<file path="config.mk">
export PLATFORM = sky130hd
export DESIGN_NAME = can_bit_timer
export DESIGN_NICKNAME = d
export VERILOG_FILES = /design/src/rtl/can_bt_pkg.sv /design/src/rtl/can_bt_cfg.sv /design/src/rtl/can_bt_presc.sv /design/src/rtl/can_bt_seq.sv /design/src/rtl/can_bit_timer.sv
export SDC_FILE = /design/constraint.sdc
export NUM_CORES = 1
export LEC_CHECK = 0
export ABC_AREA = 0
export BUFFER_PORTS_ARGS = -buffer_cell sky130_fd_sc_hd__clkbuf_2
export CAP_MARGIN = 10
export CORE_MARGIN = 4
export CORE_UTILIZATION = 25
export CTS_CLUSTER_DIAMETER = 30
export DETAILED_ROUTE_END_ITERATION = 8
export GPL_TIMING_DRIVEN = 0
export MAX_ROUTING_LAYER = met4
export SLEW_MARGIN = 20
export SYNTH_ARGS = -nofsm -noshare
export SYNTH_HDL_FRONTEND = slang
export SYNTH_SLANG_ARGS = --single-unit
</file>
<file path="constraint.sdc">
create_clock -name clk -period 6.84 [get_ports clk]
set_input_delay 1.026 -clock clk [delete_from_list [all_inputs] [get_ports clk]]
set_output_delay 1.026 -clock clk [all_outputs]
set_load 0.02 [all_outputs]
</file>
<file path="src/rtl/can_bt_pkg.sv">
package can_bt_pkg;

   typedef enum logic [1:0] {
      SEG_SYNC = 2'd0,
      SEG_PROP = 2'd1,
      SEG_PH1  = 2'd2,
      SEG_PH2  = 2'd3
   } bt_seg_e;

endpackage

</file>
<file path="src/rtl/can_bt_cfg.sv">
module can_bt_cfg #(
   parameter int DIV_W   = 8,
   parameter int SEG_W   = 3,
   parameter int SJW_W   = 2,
   parameter int IPT_W   = 2,
   parameter int IPT_MAX = 2,
   parameter int MIN_TQ  = 8,
   parameter int MAX_TQ  = 25
) (
   input  logic             clk,
   input  logic             rst_n,
   input  logic [DIV_W-1:0] in_div,
   input  logic             in_wide,
   input  logic [SEG_W-1:0] in_prop,
   input  logic [SEG_W-1:0] in_ph1,
   input  logic [IPT_W-1:0] in_ipt,
   input  logic [SJW_W-1:0] in_sjw,
   output logic [DIV_W-1:0] div_q,
   output logic [SEG_W:0]   prop_len,
   output logic [SEG_W:0]   ph1_len,
   output logic [SEG_W:0]   ph2_len,
   output logic [SEG_W:0]   sjw_len,
   output logic             bad
);
   localparam int LEN_W = SEG_W + 1;
   localparam int TOT_W = $clog2(3 * (2 ** SEG_W) + 2) + 1;
   localparam logic [DIV_W-1:0] LIM_NARROW = DIV_W'((2 ** (DIV_W - 1)) - 1);
   localparam logic [DIV_W-1:0] LIM_WIDE   = {DIV_W{1'b1}};
   localparam logic [LEN_W-1:0] LEN_ONE    = LEN_W'(1);

   logic             wide_q;
   logic [SEG_W-1:0] prop_q, ph1_q;
   logic [IPT_W-1:0] ipt_q;
   logic [SJW_W-1:0] sjw_q;
   logic [LEN_W-1:0] ipt_len;
   logic [TOT_W-1:0] total;
   logic [DIV_W-1:0] div_lim;

   always_ff @(posedge clk or negedge rst_n) begin
      if (!rst_n) begin
         div_q  <= '0;
         wide_q <= 1'b0;
         prop_q <= '0;
         ph1_q  <= '0;
         ipt_q  <= '0;
         sjw_q  <= '0;
      end else begin
         div_q  <= in_div;
         wide_q <= in_wide;
         prop_q <= in_prop;
         ph1_q  <= in_ph1;
         ipt_q  <= in_ipt;
         sjw_q  <= in_sjw;
      end
   end

   always_comb begin
      prop_len = LEN_W'(prop_q) + LEN_ONE;
      ph1_len  = LEN_W'(ph1_q) + LEN_ONE;
      sjw_len  = LEN_W'(sjw_q) + LEN_ONE;
      ipt_len  = LEN_W'(ipt_q);
      ph2_len  = (ph1_len >= ipt_len) ? ph1_len : ipt_len;
      total    = TOT_W'(1) + TOT_W'(prop_len) + TOT_W'(ph1_len) + TOT_W'(ph2_len);
      div_lim  = wide_q ? LIM_WIDE : LIM_NARROW;
      bad      = (div_q == '0) || (div_q > div_lim)
              || (ipt_q > IPT_W'(IPT_MAX))
              || (total < TOT_W'(MIN_TQ)) || (total > TOT_W'(MAX_TQ))
              || (sjw_len > ph1_len);
   end

endmodule

</file>
<file path="src/rtl/can_bt_presc.sv">
module can_bt_presc #(
   parameter int DIV_W = 8
) (
   input  logic             clk,
   input  logic             rst_n,
   input  logic             hold,
   input  logic [DIV_W-1:0] div,
   output logic             tick
);
   logic [DIV_W-1:0] pcnt;

   assign tick = !hold && (pcnt >= div);

   always_ff @(posedge clk or negedge rst_n) begin
      if (!rst_n)
         pcnt <= '0;
      else if (hold || tick)
         pcnt <= '0;
      else
         pcnt <= pcnt + DIV_W'(1);
   end

endmodule

</file>
<file path="src/rtl/can_bt_seq.sv">
module can_bt_seq
   import can_bt_pkg::*;
#(
   parameter int SEG_W = 3
) (
   input  logic         clk,
   input  logic         rst_n,
   input  logic         hold,
   input  logic         tick,
   input  logic         rxd,
   input  logic         bus_idle,
   input  logic [SEG_W:0] prop_len,
   input  logic [SEG_W:0] ph1_len,
   input  logic [SEG_W:0] ph2_len,
   input  logic [SEG_W:0] sjw_len,
   output logic         sample_stb,
   output logic         bit_stb,
   output logic         rx_bit
);
   localparam int CNT_W = SEG_W + 2;
   localparam logic [CNT_W-1:0] ONE = CNT_W'(1);

   bt_seg_e          seg;
   logic [CNT_W-1:0] cnt, ext;
   logic             adj_done, rx_prev;
   logic             edge_det, do_adj, hard;
   logic [CNT_W-1:0] late_err, late_cap, sjw_c;
   logic [CNT_W-1:0] prop_last, ph1_end, ph2_last, rem, cut;

   always_comb begin
      edge_det  = tick && rx_prev && !rxd;
      hard      = edge_det && bus_idle;
      do_adj    = edge_det && !bus_idle && !adj_done;
      sjw_c     = CNT_W'(sjw_len);
      late_err  = (seg == SEG_PROP) ? cnt + ONE : CNT_W'(prop_len) + cnt + ONE;
      late_cap  = (late_err > sjw_c) ? sjw_c : late_err;
      prop_last = CNT_W'(prop_len) - ONE;
      ph1_end   = CNT_W'(ph1_len) + (do_adj ? late_cap : ext) - ONE;
      ph2_last  = CNT_W'(ph2_len) - ONE;
      rem       = ph2_last - cnt;
      cut       = (rem > sjw_c) ? sjw_c : rem;
   end

   always_ff @(posedge clk or negedge rst_n) begin
      if (!rst_n) begin
         seg <= SEG_SYNC;   cnt <= '0;   ext <= '0;   adj_done <= 1'b0;
         rx_prev <= 1'b1;   rx_bit <= 1'b1;
         sample_stb <= 1'b0; bit_stb <= 1'b0;
      end else if (hold) begin
         seg <= SEG_SYNC;   cnt <= '0;   ext <= '0;   adj_done <= 1'b0;
         rx_prev <= 1'b1;   rx_bit <= 1'b1;
         sample_stb <= 1'b0; bit_stb <= 1'b0;
      end else begin
         sample_stb <= 1'b0;
         bit_stb    <= 1'b0;
         if (tick) begin
            rx_prev <= rxd;
            if (hard) begin
               seg <= SEG_PROP;  cnt <= '0;  ext <= '0;  adj_done <= 1'b0;
            end else begin
               unique case (seg)
                  SEG_SYNC: begin
                     seg <= SEG_PROP;
                     cnt <= '0;
                  end
                  SEG_PROP: begin
                     if (do_adj) begin
                        ext      <= late_cap;
                        adj_done <= 1'b1;
                     end
                     if (cnt >= prop_last) begin
                        seg <= SEG_PH1;
                        cnt <= '0;
                     end else begin
                        cnt <= cnt + ONE;
                     end
                  end
                  SEG_PH1: begin
                     if (do_adj) begin
                        ext      <= late_cap;
                        adj_done <= 1'b1;
                     end
                     if (cnt >= ph1_end) begin
                        seg        <= SEG_PH2;
                        cnt        <= '0;
                        ext        <= '0;
                        sample_stb <= 1'b1;
                        rx_bit     <= rxd;
                     end else begin
                        cnt <= cnt + ONE;
                     end
                  end
                  SEG_PH2: begin
                     if (cnt >= ph2_last || (do_adj && cut == rem)) begin
                        seg      <= SEG_SYNC;
                        cnt      <= '0;
                        adj_done <= 1'b0;
                        bit_stb  <= 1'b1;
                     end else if (do_adj) begin
                        cnt      <= cnt + cut + ONE;
                        adj_done <= 1'b1;
                     end else begin
                        cnt <= cnt + ONE;
                     end
                  end
                  default: begin
                     seg <= SEG_SYNC;
                     cnt <= '0;
                  end
               endcase
            end
         end
      end
   end

endmodule

</file>
<file path="src/rtl/can_bit_timer.sv">
module can_bit_timer #(
   parameter int DIV_W   = 8,
   parameter int SEG_W   = 3,
   parameter int SJW_W   = 2,
   parameter int IPT_W   = 2,
   parameter int IPT_MAX = 2,
   parameter int MIN_TQ  = 8,
   parameter int MAX_TQ  = 25
) (
   input  logic             clk,
   input  logic             rst_n,
   input  logic [DIV_W-1:0] cfg_div,
   input  logic             cfg_wide,
   input  logic [SEG_W-1:0] cfg_prop,
   input  logic [SEG_W-1:0] cfg_ph1,
   input  logic [IPT_W-1:0] cfg_ipt,
   input  logic [SJW_W-1:0] cfg_sjw,
   input  logic             bus_idle,
   input  logic             rxd,
   output logic             tq_en,
   output logic             sample_stb,
   output logic             bit_stb,
   output logic             rx_bit,
   output logic             cfg_err
);
   localparam int LEN_W = SEG_W + 1;

   if (DIV_W < 2) begin : g_bad_div
      $error("can_bit_timer: DIV_W must be at least 2");
   end
   if (SJW_W > SEG_W) begin : g_bad_sjw
      $error("can_bit_timer: SJW_W must not exceed SEG_W");
   end
   if (IPT_W > LEN_W) begin : g_bad_ipt
      $error("can_bit_timer: IPT_W must not exceed SEG_W+1");
   end
   if (MIN_TQ > MAX_TQ) begin : g_bad_win
      $error("can_bit_timer: MIN_TQ must not exceed MAX_TQ");
   end

   logic [DIV_W-1:0] div_q;
   logic [LEN_W-1:0] prop_len, ph1_len, ph2_len, sjw_len;

   can_bt_cfg #(
      .DIV_W(DIV_W), .SEG_W(SEG_W), .SJW_W(SJW_W), .IPT_W(IPT_W),
      .IPT_MAX(IPT_MAX), .MIN_TQ(MIN_TQ), .MAX_TQ(MAX_TQ)
   ) u_cfg (
      .clk(clk), .rst_n(rst_n),
      .in_div(cfg_div), .in_wide(cfg_wide), .in_prop(cfg_prop),
      .in_ph1(cfg_ph1), .in_ipt(cfg_ipt), .in_sjw(cfg_sjw),
      .div_q(div_q), .prop_len(prop_len), .ph1_len(ph1_len),
      .ph2_len(ph2_len), .sjw_len(sjw_len), .bad(cfg_err)
   );

   can_bt_presc #(.DIV_W(DIV_W)) u_presc (
      .clk(clk), .rst_n(rst_n), .hold(cfg_err), .div(div_q), .tick(tq_en)
   );

   can_bt_seq #(.SEG_W(SEG_W)) u_seq (
      .clk(clk), .rst_n(rst_n), .hold(cfg_err), .tick(tq_en),
      .rxd(rxd), .bus_idle(bus_idle),
      .prop_len(prop_len), .ph1_len(ph1_len), .ph2_len(ph2_len), .sjw_len(sjw_len),
      .sample_stb(sample_stb), .bit_stb(bit_stb), .rx_bit(rx_bit)
   );

endmodule

</file>
==> out/qor.yml, run 1 <==
worst_setup_path:
  crit_slowest_cell: "fa_1"
  crit_top_cell: "ha_4"
  worst_ep_required_time_ns: 7.01
  max_stage_delay_ns: 0.55
  crit_arrival_ns: 6.75
  startpoint_type: "flip-flop"
  critical_path.max_fanout: 7
  critical_path_class: "flip-flop to flip-flop"
  cp-end-kind: "flip-flop"
drt:
  drc: 0
  routed_wl_um: 9550
  vias: 3157
  first_pass_iters: 4
  wl_per_cell_um: 14.0
  via_per_inst: 4.63
  route.antenna.remaining_nets: 0
  drtIter0Drc: 113
placed_design:
  place_ws_ns: -0.656
  dp_cells: 653
  dpl.hpwl_um: 7460
  routabilityCongestion: 0.877
  post_dp_cell_area_mm2: 0.00445
  portBuffers: 27
grt:
  grt_max_degree: 45
  overflow: 0
  grt_pass1_wl_um: 15600
  grt_usage: 0.110
  grt_antenna_before_repair: 0
  grt_pass1_vias: 3237
cells_and_area:
  antenna_cells: 0
  areaGrowthSynthToFinish_pct: 22.9
  layout_commonest_cell: "ha_1"
  final_nets: 567
  final_cell_mix: "ha_1, inv_1, dfrtp_1"
  final_area_mm2: 0.00490
  finalNonFillerCells: 682
  drive_above_1_share: 0.244
synthesis:
  ys_seq_area_frac: 0.277
  yosys.area_share.simple: 0.142
  synthAdderAreaFrac: 0.247
  yosysWarnings: 0
  synthFlopType: "dfrtp_1"
  synth_compound_area_frac: 0.157
  synth_xor_area_frac: 0.0656
  synthesis.nets: 512
  synth_top_family_by_area: "adder cells"
  synth_area_mm2: 0.00399
  synthArstFlopShare: 1.00
  ys_types: 70
  ys_seq_elements: 44
  synth_cells: 415
  synth_edf_count: 0
  syn_avg_cell_area_um2: 9.61
  muxShareOfSynthArea: 0.0424
timing:
  fin_ws_ns: 0.266
  finalHoldViolCount: 0
  slew_headroom: 0.465
  holdWs_ns: 0.491
  fmax_mhz: 152
  fin_crit_ns: 6.57
  post-route-period-util: 0.961
  drv_slew: 0
  finClkSkew_ns: 0.0107
  setup_tns_ns: 0
  setup_viol: 0
  worst_slew_pin_slew_ns: 0.796
  rsz0062_at_grt: "false"
clock_network:
  cts_tree: "done"
  clk_path_buf_depth: 2
  numCtsBuffers: 5
  clk_pin_slew_ns: 0.07
  clock_latency_ns: 0.30
  htree_levels: 2
  hold_buffers: 0
  clock_sinks: 44
  cts_root_buffer: "clkbuf_16"
power_and_ir_drop:
  power.leakage_nw: 2.33
  ir_drop_mv: 0.103
  p_per_area_mw_per_mm2: 221
floorplan:
  die_area_mm2: 0.0180
  die_h_um: 134
  design.portCount: 28
  die_x_um: 134
  coreArea_mm2: 0.0154
  start_util: 0.258
  row_count: 45
outcome:
  status: "complete, no violations"
worst_hold_path:
  hp-class: "flip-flop to flip-flop"
job:
  max_cap_violations: 0
## critical path: cells and delay by family, from the launching register on
family / cells / cell delay (ns)
adder cells (fa/ha/maj): 9 / 2.76
AO/OA/AOI/OAI: 8 / 1.68
multiplexers: 2 / 0.62
buffers and inverters: 6 / 0.50
flip-flops: 1 / 0.44
AND/OR/NAND/NOR: 3 / 0.28
XOR/XNOR: 1 / 0.17
## cells in the mapped netlist (2+ instances only)
library cell | instances | share of area
a21oi_1 | 17 | 0.021
a31oi_1 | 2 | 0.0031
nand2b_1 | 5 | 0.0078
inv_1 | 62 | 0.058
a211oi_1 | 2 | 0.0038
nor2b_1 | 8 | 0.013
nand3_1 | 21 | 0.026
clkbuf_1 | 2 | 0.0019
and3_1 | 5 | 0.0078
ha_1 | 66 | 0.21
nand4_1 | 2 | 0.0031
a22oi_1 | 4 | 0.0075
mux2_2 | 6 | 0.017
or4_1 | 2 | 0.0038
xor2_1 | 12 | 0.026
dfstp_2 | 2 | 0.013
o31ai_1 | 2 | 0.0038
a32oi_1 | 2 | 0.0044
nor2_1 | 16 | 0.015
nor3_1 | 2 | 0.0025
mux2i_1 | 9 | 0.023
nor4b_1 | 2 | 0.0044
nor4_1 | 2 | 0.0031
o21ai_1 | 5 | 0.0063
a211o_1 | 2 | 0.0044
o21ai_0 | 14 | 0.018
dfrtp_1 | 42 | 0.26
fa_1 | 8 | 0.040
a21o_1 | 10 | 0.019
o211ai_1 | 4 | 0.0075
nand2_1 | 20 | 0.019
xnor2_1 | 16 | 0.035
nand3_2 | 2 | 0.0050
o32ai_1 | 3 | 0.0066
## final timing paths
check                                from              to  slack [ns]  cells after the start
max                        u_cfg.ph1_q[0]    u_seq.cnt[4]        0.27                     29
min                         u_seq.rx_prev   u_seq.rx_prev        0.49                      2
max reg2reg                u_cfg.ph1_q[0]    u_seq.cnt[4]        0.27                     29
min reg2reg                 u_seq.rx_prev   u_seq.rx_prev        0.49                      2
max in group asynchronous           rst_n  u_cfg.ph1_q[0]        5.70                      1
min in group asynchronous           rst_n  u_cfg.div_q[6]        0.73                      1
## state kept, by name, indices dropped and copies added, names as in the netlist
signal / flops
u_cfg.prop_q: 3
u_cfg.wide_q: 1
u_seq.sample_stb: 1
u_seq.ext: 5
u_seq.bit_stb: 1
u_cfg.div_q: 8
u_seq.rx_bit: 1
u_seq.adj_done: 1
u_cfg.sjw_q: 2
u_seq.seg: 2
u_seq.rx_prev: 1
u_cfg.ipt_q: 2
u_presc.pcnt: 8
u_cfg.ph1_q: 3
u_seq.cnt: 5
## power breakdown
part | total, mW | internal, mW | switching [mW]
registers | 0.291 | 0.275 | 0.0166
clock network | 0.256 | 0.146 | 0.111
logic | 0.535 | 0.238 | 0.297
## layer usage
| layer | track usage | part of all wire |
|---|---|---|
| met2 | 0.176 | 0.45 |
| met1 | 0.142 | 0.49 |
| met5 | - | 0 |
| met3 | 0.0233 | 0.048 |
| met4 | 0.0294 | 0.013 |
## timing repair
action,4_1_cts,5_1_grt
setup endpoints to repair,14,14
pin swaps,6,30
buffers inserted,12,9
gates cloned,0,0
gates resized for setup,5,24
## kinds of logic after synthesis
group,count (synthesis)
AO/OA/AOI/OAI,84
XOR/XNOR,29
adder cells (fa/ha/maj),74
buffers and inverters,67
flip-flops,44
multiplexers,16
other,1
AND/OR/NAND/NOR,100
## cell type report
type,instances,area [um^2]
buffer,4,23.8
clock buffer,6,139
clock inverter,2,15.0
fill,1579,10500
inverter,63,249
multi-input combinational,304,2810
sequential,44,1100
tap,211,264
timing repair buffer,48,299
## stage by stage
stage,util,power (mW)
3_3_place_gp,0.289,0.762
5_1_grt,0.318,1.16
2_1_floorplan,-,0.661
4_1_cts,0.307,1.05
6_report,0.318,1.08
3_5_place_dp,0.289,0.774
(Power assumes the default switching activity.)
==> run 2: changes to the inputs <==
- ABC_AREA: 0 -> 1
==> out/qor.yml, run 2 <==
worst_setup_path:
  critPathTopFamily: "adder cells"
  critical_path_class: "flip-flop to flip-flop"
  worst_ep_required_time_ns: 7.05  # +0.04 ns
  cp-end-kind: "flip-flop"
  critical_path.max_fanout: 6  # -1
  crit_top_cell: "ha_1"
  path_buf_inv: 3  # -3
  crit_arrival_ns: 6.56  # -0.19 ns
  max_stage_delay_ns: 0.55  # about the same
  crit_slowest_cell: "fa_2"
  startpoint_type: "flip-flop"
timing:
  setup_tns_ns: 0  # unchanged
  finClkSkew_ns: 0.00978  # -0.000951 ns
  worst_slew_pin_slew_ns: 0.633  # -0.163 ns
  setup_viol: 0  # unchanged
  drv_slew: 0  # unchanged
  fin_crit_ns: 6.35  # -0.223 ns
  slew_headroom: 0.578  # +0.113
  finalHoldViolCount: 0  # unchanged
  post-route-period-util: 0.928  # -0.0327
  fmax_mhz: 157  # +3.5%
  fin_ws_ns: 0.490  # +0.223 ns
drt:
  wl_per_cell_um: 11.3  # -19%
  drtIter0Drc: 101  # -11%
  first_pass_iters: 4  # unchanged
  vias: 3410  # +8.0%
  drc: 0  # unchanged
  route.antenna.remaining_nets: 0  # unchanged
  via_per_inst: 4.28  # -7.5%
  routed_wl_um: 9010  # -5.6%
placed_design:
  dp_cells: 782  # +20%
  portBuffers: 27  # unchanged
  dpl.hpwl_um: 7160  # -4.0%
  routabilityCongestion: 0.844  # -3.8%
  place_ws_ns: 0.0406  # +0.697 ns
cells_and_area:
  finalNonFillerCells: 796  # +17%
  final_cell_mix: "nand2_1, inv_1, ha_1"
  drive_above_1_share: 0.128  # -0.117
  layout_commonest_cell: "nand2_1"
  antenna_cells: 0  # unchanged
  areaGrowthSynthToFinish_pct: 16.6
  final_util: 0.299  # -0.0183
  final_nets: 676  # +19%
  top_regs: "u_cfg.div_q: 8 flops, u_presc.pcnt: 8 flops"
clock_network:
  htree_levels: 2  # unchanged
  clock_latency_ns: 0.29  # about the same
  clk_path_buf_depth: 2  # unchanged
  hold_buffers: 0  # unchanged
  clock_sinks: 44  # unchanged
  cts_root_buffer: "clkbuf_16"
  numCtsBuffers: 5  # unchanged
  cts_tree: "done"
  clk_pin_slew_ns: 0.07  # about the same
job:
  max_cap_violations: 0  # unchanged
grt:
  grt_pass1_vias: 3376  # +4.3%
  overflow: 0  # unchanged
  grt_pass1_wl_um: 15400  # -1.2%
  grt_usage: 0.106  # -0.00369
  grt_max_degree: 45  # unchanged
  grt_antenna_before_repair: 0  # unchanged
synthesis:
  synthArstFlopShare: 1.00  # unchanged
  synth_top_area_frac: 0.256  # -0.00763
  muxShareOfSynthArea: 0  # -0.0424
  synth_edf_count: 0  # unchanged
  ys_seq_elements: 44  # unchanged
  synthFlopType: "dfrtp_1"
  synth_top_family_by_area: "adder cells"
  synth_compound_area_frac: 0.106  # -0.0505
  synthesis.nets: 636  # +24%
  synth_xor_area_frac: 0.0469  # -0.0187
  synth_most_common_cell: "nand2_1"
  syn_avg_cell_area_um2: 7.62  # -21%
  yosysWarnings: 0  # unchanged
  yosys.area_share.simple: 0.238  # +0.0961
  synth_cells: 539  # +30%
  yosys-top-cells-area: "dfrtp_1, ha_1, nand2_1"
  synthAdderAreaFrac: 0.240  # -0.00716
  ys_types: 42  # -40%
  synth_area_mm2: 0.00411  # +3.0%
  yosysTopAreaCell: "dfrtp_1"
  synth_commonest_cells: "nand2_1, inv_1, ha_1"
  ys_seq_area_frac: 0.269  # -0.00801
floorplan:
  row_count: 46  # +2.2%
  start_util: 0.257  # -0.00183
  coreArea_mm2: 0.0160  # +3.7%
  die_area_mm2: 0.0185  # +2.8%
  design.portCount: 28  # unchanged
  die_x_um: 136  # +1.4%
  die_h_um: 136  # +1.4%
power_and_ir_drop:
  totalPowerFinal_mw: 1.03  # -4.7%
  ir_drop_mv: 0.0962  # -6.2%
  power.leakage_nw: 2.57  # +10%
  p_per_area_mw_per_mm2: 216  # -2.5%
outcome:
  status: "complete, no violations"
worst_hold_path:
  hp-class: "flip-flop to flip-flop"
-- run 2: worst reg2reg max path, delay by kind of cell (launching register included) --
family,cells,cell delay (ns)
adder cells (fa/ha/maj),8,2.59
AO/OA/AOI/OAI,11,1.66
AND/OR/NAND/NOR,8,1.18
flip-flops,1,0.44
XOR/XNOR,2,0.27
buffers and inverters,3,0.14
-- run 2: cell families after synthesis --
logic type,after synthesis
adders and majority gates,74
and+or+nand+nor,217
other,1
xor gates and xnor gates,22
DFF,44
AOI/OAI and AO/OA,73
buffers and inverters,108
-- run 2: per-layer routing --
metal	vias to the layer above	GRT usage	wire length (um)
li1	1793	-	-
met1	1557	0.129	4130
met2	53	0.187	4500
met3	7	0.0133	284
met4	0	0.0286	108
met5	-	-	0
-- run 2: layout make-up --
cell class	count	area, um^2
clock inverters	3	42.5
fillers	1754	11200
flip-flops and latches	44	1100
well taps	216	270
multi-input cells	387	2660
repair buffers	33	183
plain buffers	2	8.76
inverters	106	398
clock buffers	5	125
-- run 2: power by group --
part	leakage (nW)	internal (mW)	switching [mW]	total, mW
Sequential	0.561	0.275	0.0146	0.289
Combinational	1.93	0.173	0.291	0.464
Clock	0.0798	0.172	0.107	0.278
Total	2.57	0.619	0.413	1.03
-- run 2: per-stage QoR --
stage	hold WS (ns)	cell area, um^2
after floorplan	0.453	4110
after global placement	0.470	4510
after detailed placement	0.474	4510
after CTS	0.487	4690
after global routing	0.516	4790
final	0.486	4790
-- run 2: what timing repair did --
item / 4_1_cts / 5_1_grt
resized for setup: 1 / 13
pin swaps: 0 / 7
buffers inserted: 0 / 6
endpoints found under the setup margin: 8 / 14
endpoints found under the hold margin: 0 / 0
-- run 2: path summary, 6_finish.rpt --
kind                                       from               end  slack [ns]  depth (start not counted)
worst max-delay path             u_cfg.ph1_q[1]      u_seq.ext[2]        0.49                         32
worst min-delay path            u_presc.pcnt[0]   u_presc.pcnt[0]        0.49                          1
worst max register to register   u_cfg.ph1_q[1]      u_seq.ext[2]        0.49                         32
worst min register to register  u_presc.pcnt[0]   u_presc.pcnt[0]        0.49                          1
max in group asynchronous                 rst_n    u_cfg.ph1_q[0]        5.60                          1
min in group asynchronous                 rst_n  u_seq.sample_stb        0.78                          1
